**config.mk**
```make
export PLATFORM = sky130hd
export DESIGN_NAME = intc_evt_unit
export DESIGN_NICKNAME = d
export VERILOG_FILES = /design/src/rtl/intc_evt_pkg.sv /design/src/rtl/intc_src_bit.sv /design/src/rtl/intc_abort_cap.sv /design/src/rtl/intc_reg_dec.sv /design/src/rtl/intc_evt_unit.sv
export SDC_FILE = /design/constraint.sdc
export NUM_CORES = 1
export LEC_CHECK = 0
export ABC_AREA = 1
export ABC_CLOCK_PERIOD_IN_PS = 1800
export BUFFER_PORTS_ARGS = -buffer_cell sky130_fd_sc_hd__clkbuf_2
export CORE_MARGIN = 1.5
export CORE_UTILIZATION = 50
export DETAILED_ROUTE_END_ITERATION = 10
export PLACE_DENSITY = 0.75
export SLEW_MARGIN = 20
export SYNTH_ARGS = -nofsm -noshare
export SYNTH_HDL_FRONTEND = slang
export SYNTH_HIERARCHICAL = 1
export SYNTH_SLANG_ARGS = --single-unit
export TNS_END_PERCENT = 1
```
**constraint.sdc**
```tcl
create_clock -name clk -period 1.8 [get_ports clk]
set_input_delay 0.36 -clock clk [delete_from_list [all_inputs] [get_ports clk]]
set_output_delay 0.36 -clock clk [all_outputs]
set_load 0.005 [all_outputs]
```
**src/rtl/intc_evt_pkg.sv**
```systemverilog
package intc_evt_pkg;
   // number of event sources and their bit positions
   localparam int NSRC         = 12;
   localparam int SRC_RXUNDER  = 0;
   localparam int SRC_RXOVER   = 1;
   localparam int SRC_RXFULL   = 2;
   localparam int SRC_TXOVER   = 3;
   localparam int SRC_TXEMPTY  = 4;
   localparam int SRC_RDREQ    = 5;
   localparam int SRC_TXABORT  = 6;
   localparam int SRC_RXDONE   = 7;
   localparam int SRC_ACTIVE   = 8;
   localparam int SRC_STOP     = 9;
   localparam int SRC_START    = 10;
   localparam int SRC_GENCALL  = 11;

   // abort cause word: width and defined positions (6 and 8 reserved)
   localparam int ABORT_W = 13;
   localparam logic [ABORT_W-1:0] ABORT_DEFINED = 13'h1EBF;

   // word address map
   localparam int ADR_RAW    = 0;
   localparam int ADR_MASKED = 1;
   localparam int ADR_MASK   = 2;
   localparam int ADR_ABORT  = 3;
   localparam int ADR_CLRALL = 4;
endpackage

```
**src/rtl/intc_src_bit.sv**
```systemverilog
module intc_src_bit (
   input  logic clk,
   input  logic rst_n,
   input  logic set_i,
   input  logic clr_i,
   output logic q_o
);
   always_ff @(posedge clk or negedge rst_n) begin
      if (!rst_n)
         q_o <= 1'b0;
      else if (set_i)
         q_o <= 1'b1;
      else if (clr_i)
         q_o <= 1'b0;
   end
endmodule

```
**src/rtl/intc_abort_cap.sv**
```systemverilog
module intc_abort_cap #(
   parameter int                W     = 13,
   parameter logic [W-1:0]      VALID = '1
) (
   input  logic         clk,
   input  logic         rst_n,
   input  logic         capture_i,
   input  logic [W-1:0] cause_i,
   input  logic         clr_i,
   output logic [W-1:0] word_o
);
   logic [W-1:0] base;

   always_comb base = clr_i ? '0 : word_o;

   always_ff @(posedge clk or negedge rst_n) begin
      if (!rst_n)
         word_o <= '0;
      else if (capture_i)
         word_o <= base | (cause_i & VALID);
      else if (clr_i)
         word_o <= '0;
   end
endmodule

```
**src/rtl/intc_reg_dec.sv**
```systemverilog
module intc_reg_dec
   import intc_evt_pkg::*;
#(
   parameter int DATA_W   = 16,
   parameter int ADDR_W   = 5,
   parameter int CLR_BASE = 8
) (
   input  logic               rd_i,
   input  logic               wr_i,
   input  logic [ADDR_W-1:0]  addr_i,
   input  logic [NSRC-1:0]    raw_i,
   input  logic [NSRC-1:0]    mask_i,
   input  logic [ABORT_W-1:0] abort_i,
   output logic [NSRC-1:0]    clr_src_o,
   output logic               clr_all_o,
   output logic               mask_we_o,
   output logic [DATA_W-1:0]  rd_word_o
);
   localparam logic [ADDR_W-1:0] A_RAW    = ADDR_W'(ADR_RAW);
   localparam logic [ADDR_W-1:0] A_MASKED = ADDR_W'(ADR_MASKED);
   localparam logic [ADDR_W-1:0] A_MASK   = ADDR_W'(ADR_MASK);
   localparam logic [ADDR_W-1:0] A_ABORT  = ADDR_W'(ADR_ABORT);
   localparam logic [ADDR_W-1:0] A_CLRALL = ADDR_W'(ADR_CLRALL);

   assign clr_all_o = rd_i && (addr_i == A_CLRALL);
   assign mask_we_o = wr_i && (addr_i == A_MASK);

   for (genvar gi = 0; gi < NSRC; gi++) begin : g_clr
      localparam logic [ADDR_W-1:0] A_CLR = ADDR_W'(CLR_BASE + gi);
      assign clr_src_o[gi] = rd_i && (addr_i == A_CLR);
   end

   always_comb begin
      rd_word_o = '0;
      case (addr_i)
         A_RAW:    rd_word_o[NSRC-1:0]    = raw_i;
         A_MASKED: rd_word_o[NSRC-1:0]    = raw_i & mask_i;
         A_MASK:   rd_word_o[NSRC-1:0]    = mask_i;
         A_ABORT:  rd_word_o[ABORT_W-1:0] = abort_i;
         A_CLRALL: rd_word_o[NSRC-1:0]    = raw_i;
         default:  rd_word_o = '0;
      endcase
      for (int i = 0; i < NSRC; i++) begin
         if (addr_i == ADDR_W'(CLR_BASE + i)) begin
            rd_word_o    = '0;
            rd_word_o[0] = raw_i[i];
         end
      end
   end
endmodule

```
**src/rtl/intc_evt_unit.sv**
```systemverilog
module intc_evt_unit
   import intc_evt_pkg::*;
#(
   parameter int DATA_W   = 16,
   parameter int ADDR_W   = 5,
   parameter int CLR_BASE = 8,
   parameter bit IRQ_REG  = 1'b1
) (
   input  logic               clk,
   input  logic               rst_n,
   input  logic               reg_wr,
   input  logic               reg_rd,
   input  logic [ADDR_W-1:0]  reg_addr,
   input  logic [DATA_W-1:0]  reg_wdata,
   output logic [DATA_W-1:0]  reg_rdata,
   input  logic [NSRC-1:0]    evt_pulse,
   input  logic [ABORT_W-1:0] abort_cause,
   output logic               irq
);
   // elaboration checks
   if (DATA_W < ABORT_W || DATA_W < NSRC) begin : g_bad_dw
      $error("DATA_W too narrow for status or abort word");
   end
   if (CLR_BASE <= ADR_CLRALL) begin : g_bad_base
      $error("clear window overlaps fixed registers");
   end
   if (CLR_BASE + NSRC > (1 << ADDR_W)) begin : g_bad_aw
      $error("ADDR_W cannot hold the clear window");
   end

   logic [NSRC-1:0]    raw_q;
   logic [NSRC-1:0]    mask_q;
   logic [ABORT_W-1:0] abort_q;
   logic [NSRC-1:0]    clr_src;
   logic               clr_all;
   logic               mask_we;
   logic [DATA_W-1:0]  rd_word;
   logic [DATA_W-1:0]  rdata_q;

   intc_reg_dec #(
      .DATA_W   (DATA_W),
      .ADDR_W   (ADDR_W),
      .CLR_BASE (CLR_BASE)
   ) u_dec (
      .rd_i      (reg_rd),
      .wr_i      (reg_wr),
      .addr_i    (reg_addr),
      .raw_i     (raw_q),
      .mask_i    (mask_q),
      .abort_i   (abort_q),
      .clr_src_o (clr_src),
      .clr_all_o (clr_all),
      .mask_we_o (mask_we),
      .rd_word_o (rd_word)
   );

   for (genvar gs = 0; gs < NSRC; gs++) begin : g_src
      intc_src_bit u_bit (
         .clk   (clk),
         .rst_n (rst_n),
         .set_i (evt_pulse[gs]),
         .clr_i (clr_src[gs] | clr_all),
         .q_o   (raw_q[gs])
      );
   end

   intc_abort_cap #(
      .W     (ABORT_W),
      .VALID (ABORT_DEFINED)
   ) u_abort (
      .clk       (clk),
      .rst_n     (rst_n),
      .capture_i (evt_pulse[SRC_TXABORT]),
      .cause_i   (abort_cause),
      .clr_i     (clr_src[SRC_TXABORT] | clr_all),
      .word_o    (abort_q)
   );

   always_ff @(posedge clk or negedge rst_n) begin
      if (!rst_n)
         mask_q <= '0;
      else if (mask_we)
         mask_q <= reg_wdata[NSRC-1:0];
   end

   if (DATA_W > NSRC) begin : g_wd_spare
      logic unused_wdata_hi;
      assign unused_wdata_hi = ^reg_wdata[DATA_W-1:NSRC];
   end

   always_ff @(posedge clk or negedge rst_n) begin
      if (!rst_n)
         rdata_q <= '0;
      else if (reg_rd)
         rdata_q <= rd_word;
   end
   assign reg_rdata = rdata_q;

   if (IRQ_REG) begin : g_irq_ff
      logic irq_q;
      always_ff @(posedge clk or negedge rst_n) begin
         if (!rst_n)
            irq_q <= 1'b0;
         else
            irq_q <= |(raw_q & mask_q);
      end
      assign irq = irq_q;
   end else begin : g_irq_comb
      assign irq = |(raw_q & mask_q);
   end
endmodule

```
==> flow_summary.json <==
{
  "wirelength_microns": 6470,
  "finalCritPeriodShare_pct": 84.7,
  "cp-start-kind": "input port",
  "synth.distinct_cells": 29,
  "ys.flop_type": "dfrtp_1",
  "tritoncts": "yes",
  "vias": 2443,
  "pwr-share-comb_pct": 17.5,
  "status": "finished, final reports clean",
  "grt_pass1_wl_microns": 10700,
  "path_common_cell": "nand2_1",
  "post_cts_buffers": 0,
  "synth_edf_count": 0,
  "p_per_area_nw_per_um2": 725,
  "post_cts_resized": 0,
  "p_leak_nw": 2.01,
  "rsz0062_at_grt": "false",
  "synth_top_area_share_pct": 44.8,
  "hp-class": "input port to asynchronous set/reset pin",
  "syn_area_sq_um": 2900,
  "dp_hpwl_microns": 4860,
  "post_drt_wl_per_cell_microns": 13.3,
  "setup_ws_ps": 275,
  "tns_ps": 0,
  "slowest_delay_ps": 250,
  "intPower_mw": 1.80,
  "hold_viol": 0,
  "yosys_warnings": 6,
  "top_level_ports": 67,
  "swShare_pct": 27.5,
  "worst_path_max_delay_cell": "or2_1",
  "crit_type": "input port to register",
  "dr.pass1.iters": 4,
  "ys_ff_latch": 52,
  "drive_gt1_share_pct": 33.4,
  "core_sq_um": 5540,
  "finalSetupViolations": 0,
  "start_util_pct": 52.4,
  "min_period_ps": 1530,
  "syn_to_final_growth_pct": 18.0,
  "worstPathArrival_ps": 1730,
  "vias_per_cell": 5.01,
  "place_ws_ps": -47.4,
  "antenna_cells": 0,
  "die_w_microns": 79.2,
  "grt_overflow": 0,
  "clkTransAtPathRegs_ps": 90,
  "async_reset_ff_share_pct": 100,
  "syn_area_per_cell_sq_um": 8.46,
  "die_h_microns": 79.2,
  "clk_latency_ps": 310,
  "clock-sinks": 52,
  "seqPwrFrac_pct": 54.4,
  "synth_common_cells": "94 x nand2_1, 52 x dfrtp_1, 41 x inv_1",
  "globalplace.congestion": 0.894,
  "path_cells": "clkbuf_2, inv_1, nand3_2, or2_1, nor3_1, buf_4, or2_2, inv_2, nand2_1, nand2_1",
  "io_buffers": 60,
  "rrSetupSlack_ps": 320,
  "grtUsageTotal_pct": 22.3,
  "clk_path_buf_depth": 2,
  "drt.antenna.violating_nets": 0,
  "ir_worst_vdd_mv": 0.501,
  "crit_path_end_kind": "register",
  "htreeDepth": 2,
  "drt_iter0_markers": 112,
  "final_max_slew_viol_count": 0,
  "root_buffer": "clkbuf_8",
  "grt_antenna_before_repair": 0,
  "drc_errors": 0,
  "fillers": 519,
  "grt_pass1_vias": 2346,
  "grt_max_degree": 53,
  "skew_ps": 8.75,
  "cts_hold_buf": 0,
  "fmax_mhz": 656,
  "crit_required_ps": 2010,
  "maxCapViolCount": 0,
  "clock_power_share_pct": 28.1,
  "synth_cells": 343,
  "power.switching_mw": 0.682,
  "die_area_sq_um": 6270,
  "crit_fanout": 12,
  "r2r_cells": 11,
  "synth.most_common_cell": "nand2_1",
  "std_cell_rows": 27,
  "cts_buffers": 5,
  "power_mw": 2.48,
  "yosysTopAreaCell": "dfrtp_1",
  "synth.area.top_cells": "dfrtp_1 45%, nand2_1 12%, mux2_2 7.0%, inv_1 5.3%, mux2_4 5.2%",
  "nNetsFinal": 465,
  "ys_seq_area_share_pct": 44.8
}
[power groups by stage]
stage / clock [mW] / combinational (mW) / sequential (mW)
global route: 0.766 / 0.489 / 1.37
global placement: 0 / 0.426 / 1.37
floorplan: 0 / 0.271 / 1.35
finish: 0.697 / 0.435 / 1.35
detailed placement: 0 / 0.438 / 1.38
CTS: 0.720 / 0.440 / 1.35
[area by class of cell]
| class | instances | area (sq um) | area share, % |
|---|---|---|---|
| Multi-Input combinational cell | 231 | 1310 | 38.3 |
| Sequential cell | 52 | 1300 | 38.0 |
| Clock buffer | 7 | 86.3 | 2.52 |
| Timing Repair Buffer | 79 | 455 | 13.3 |
| Tap cell | 72 | 90.1 | 2.63 |
| Inverter | 46 | 173 | 5.04 |
| Clock inverter | 1 | 7.51 | 0.219 |
[path summary, 6_finish.rpt]
kind,startpoint,endpoint
max reg2reg,mask_q[0]$_DFFE_PN0P_,reg_rdata[0]$_DFFE_PN0P_
min reg2reg,u_abort/word_o[9]$_DFF_PN0_,u_abort/word_o[9]$_DFF_PN0_
min in group clk,evt_pulse[7],g_src[7].u_bit/q_o$_DFFE_PN0P_
min,rst_n,reg_rdata[11]$_DFFE_PN0P_
max,reg_addr[0],u_abort/word_o[12]$_DFF_PN0_
max in group asynchronous,rst_n,mask_q[2]$_DFFE_PN0P_
[metal layers]
layer  GRT usage [%]  share of wire [%]  vias to the layer above
li1                -                  -                     1225
met1            29.6                 48                     1154
met2            37.5                 48                       59
met3            4.25                4.0                        5
met4            5.26               0.62                        0
met5               0                  0                        -
[cell families (layout without fill, tap and decap cells)]
family | count (synthesis) | after routing | synth area share [%]
and+or+nand+nor | 162 | 162 | 25.1
AOI/OAI and AO/OA | 36 | 36 | 7.28
muxes | 28 | 28 | 12.2
DFF | 52 | 52 | 44.8
buffers and inverters | 63 | 133 | 10.4
other | 2 | 5 | 0.259
[cell usage in the layout, fill, tap and decap left out, types with 11 or more instances in the layout]
cell type	n
inv_1	41
buf_4	18
a21o_1	11
nand2_1	94
clkbuf_2	60
o21ai_1	20
nand3_1	16
nor2_1	12
or2_2	12
mux2_2	18
dfrtp_1	52
[flip-flops by register name, summed over array words and instances (netlist names)]
register         flops
g_src.u_bit/q_o     12
irq                  1
mask_q              12
reg_rdata           16
u_abort/word_o      11
[through the flow]
stage | cell area (sq um) | std cells | util, % | hold WS [ps]
floorplan | 2920 | 346 | - | 64.4
global route | 3420 | 488 | 61.8 | 53.8
finish | 3420 | 488 | 61.8 | 36.0
CTS | 3420 | 488 | 61.8 | 48.0
global placement | 3330 | 480 | 60.1 | 376
detailed placement | 3330 | 480 | 60.1 | 380
[critical path, delay by kind of cell]
family | cells | cell delay, ps
buffers and inverters | 4 | 590
AND/OR/NAND/NOR | 6 | 790
Note: power is estimated with default switching activity, not from simulation.
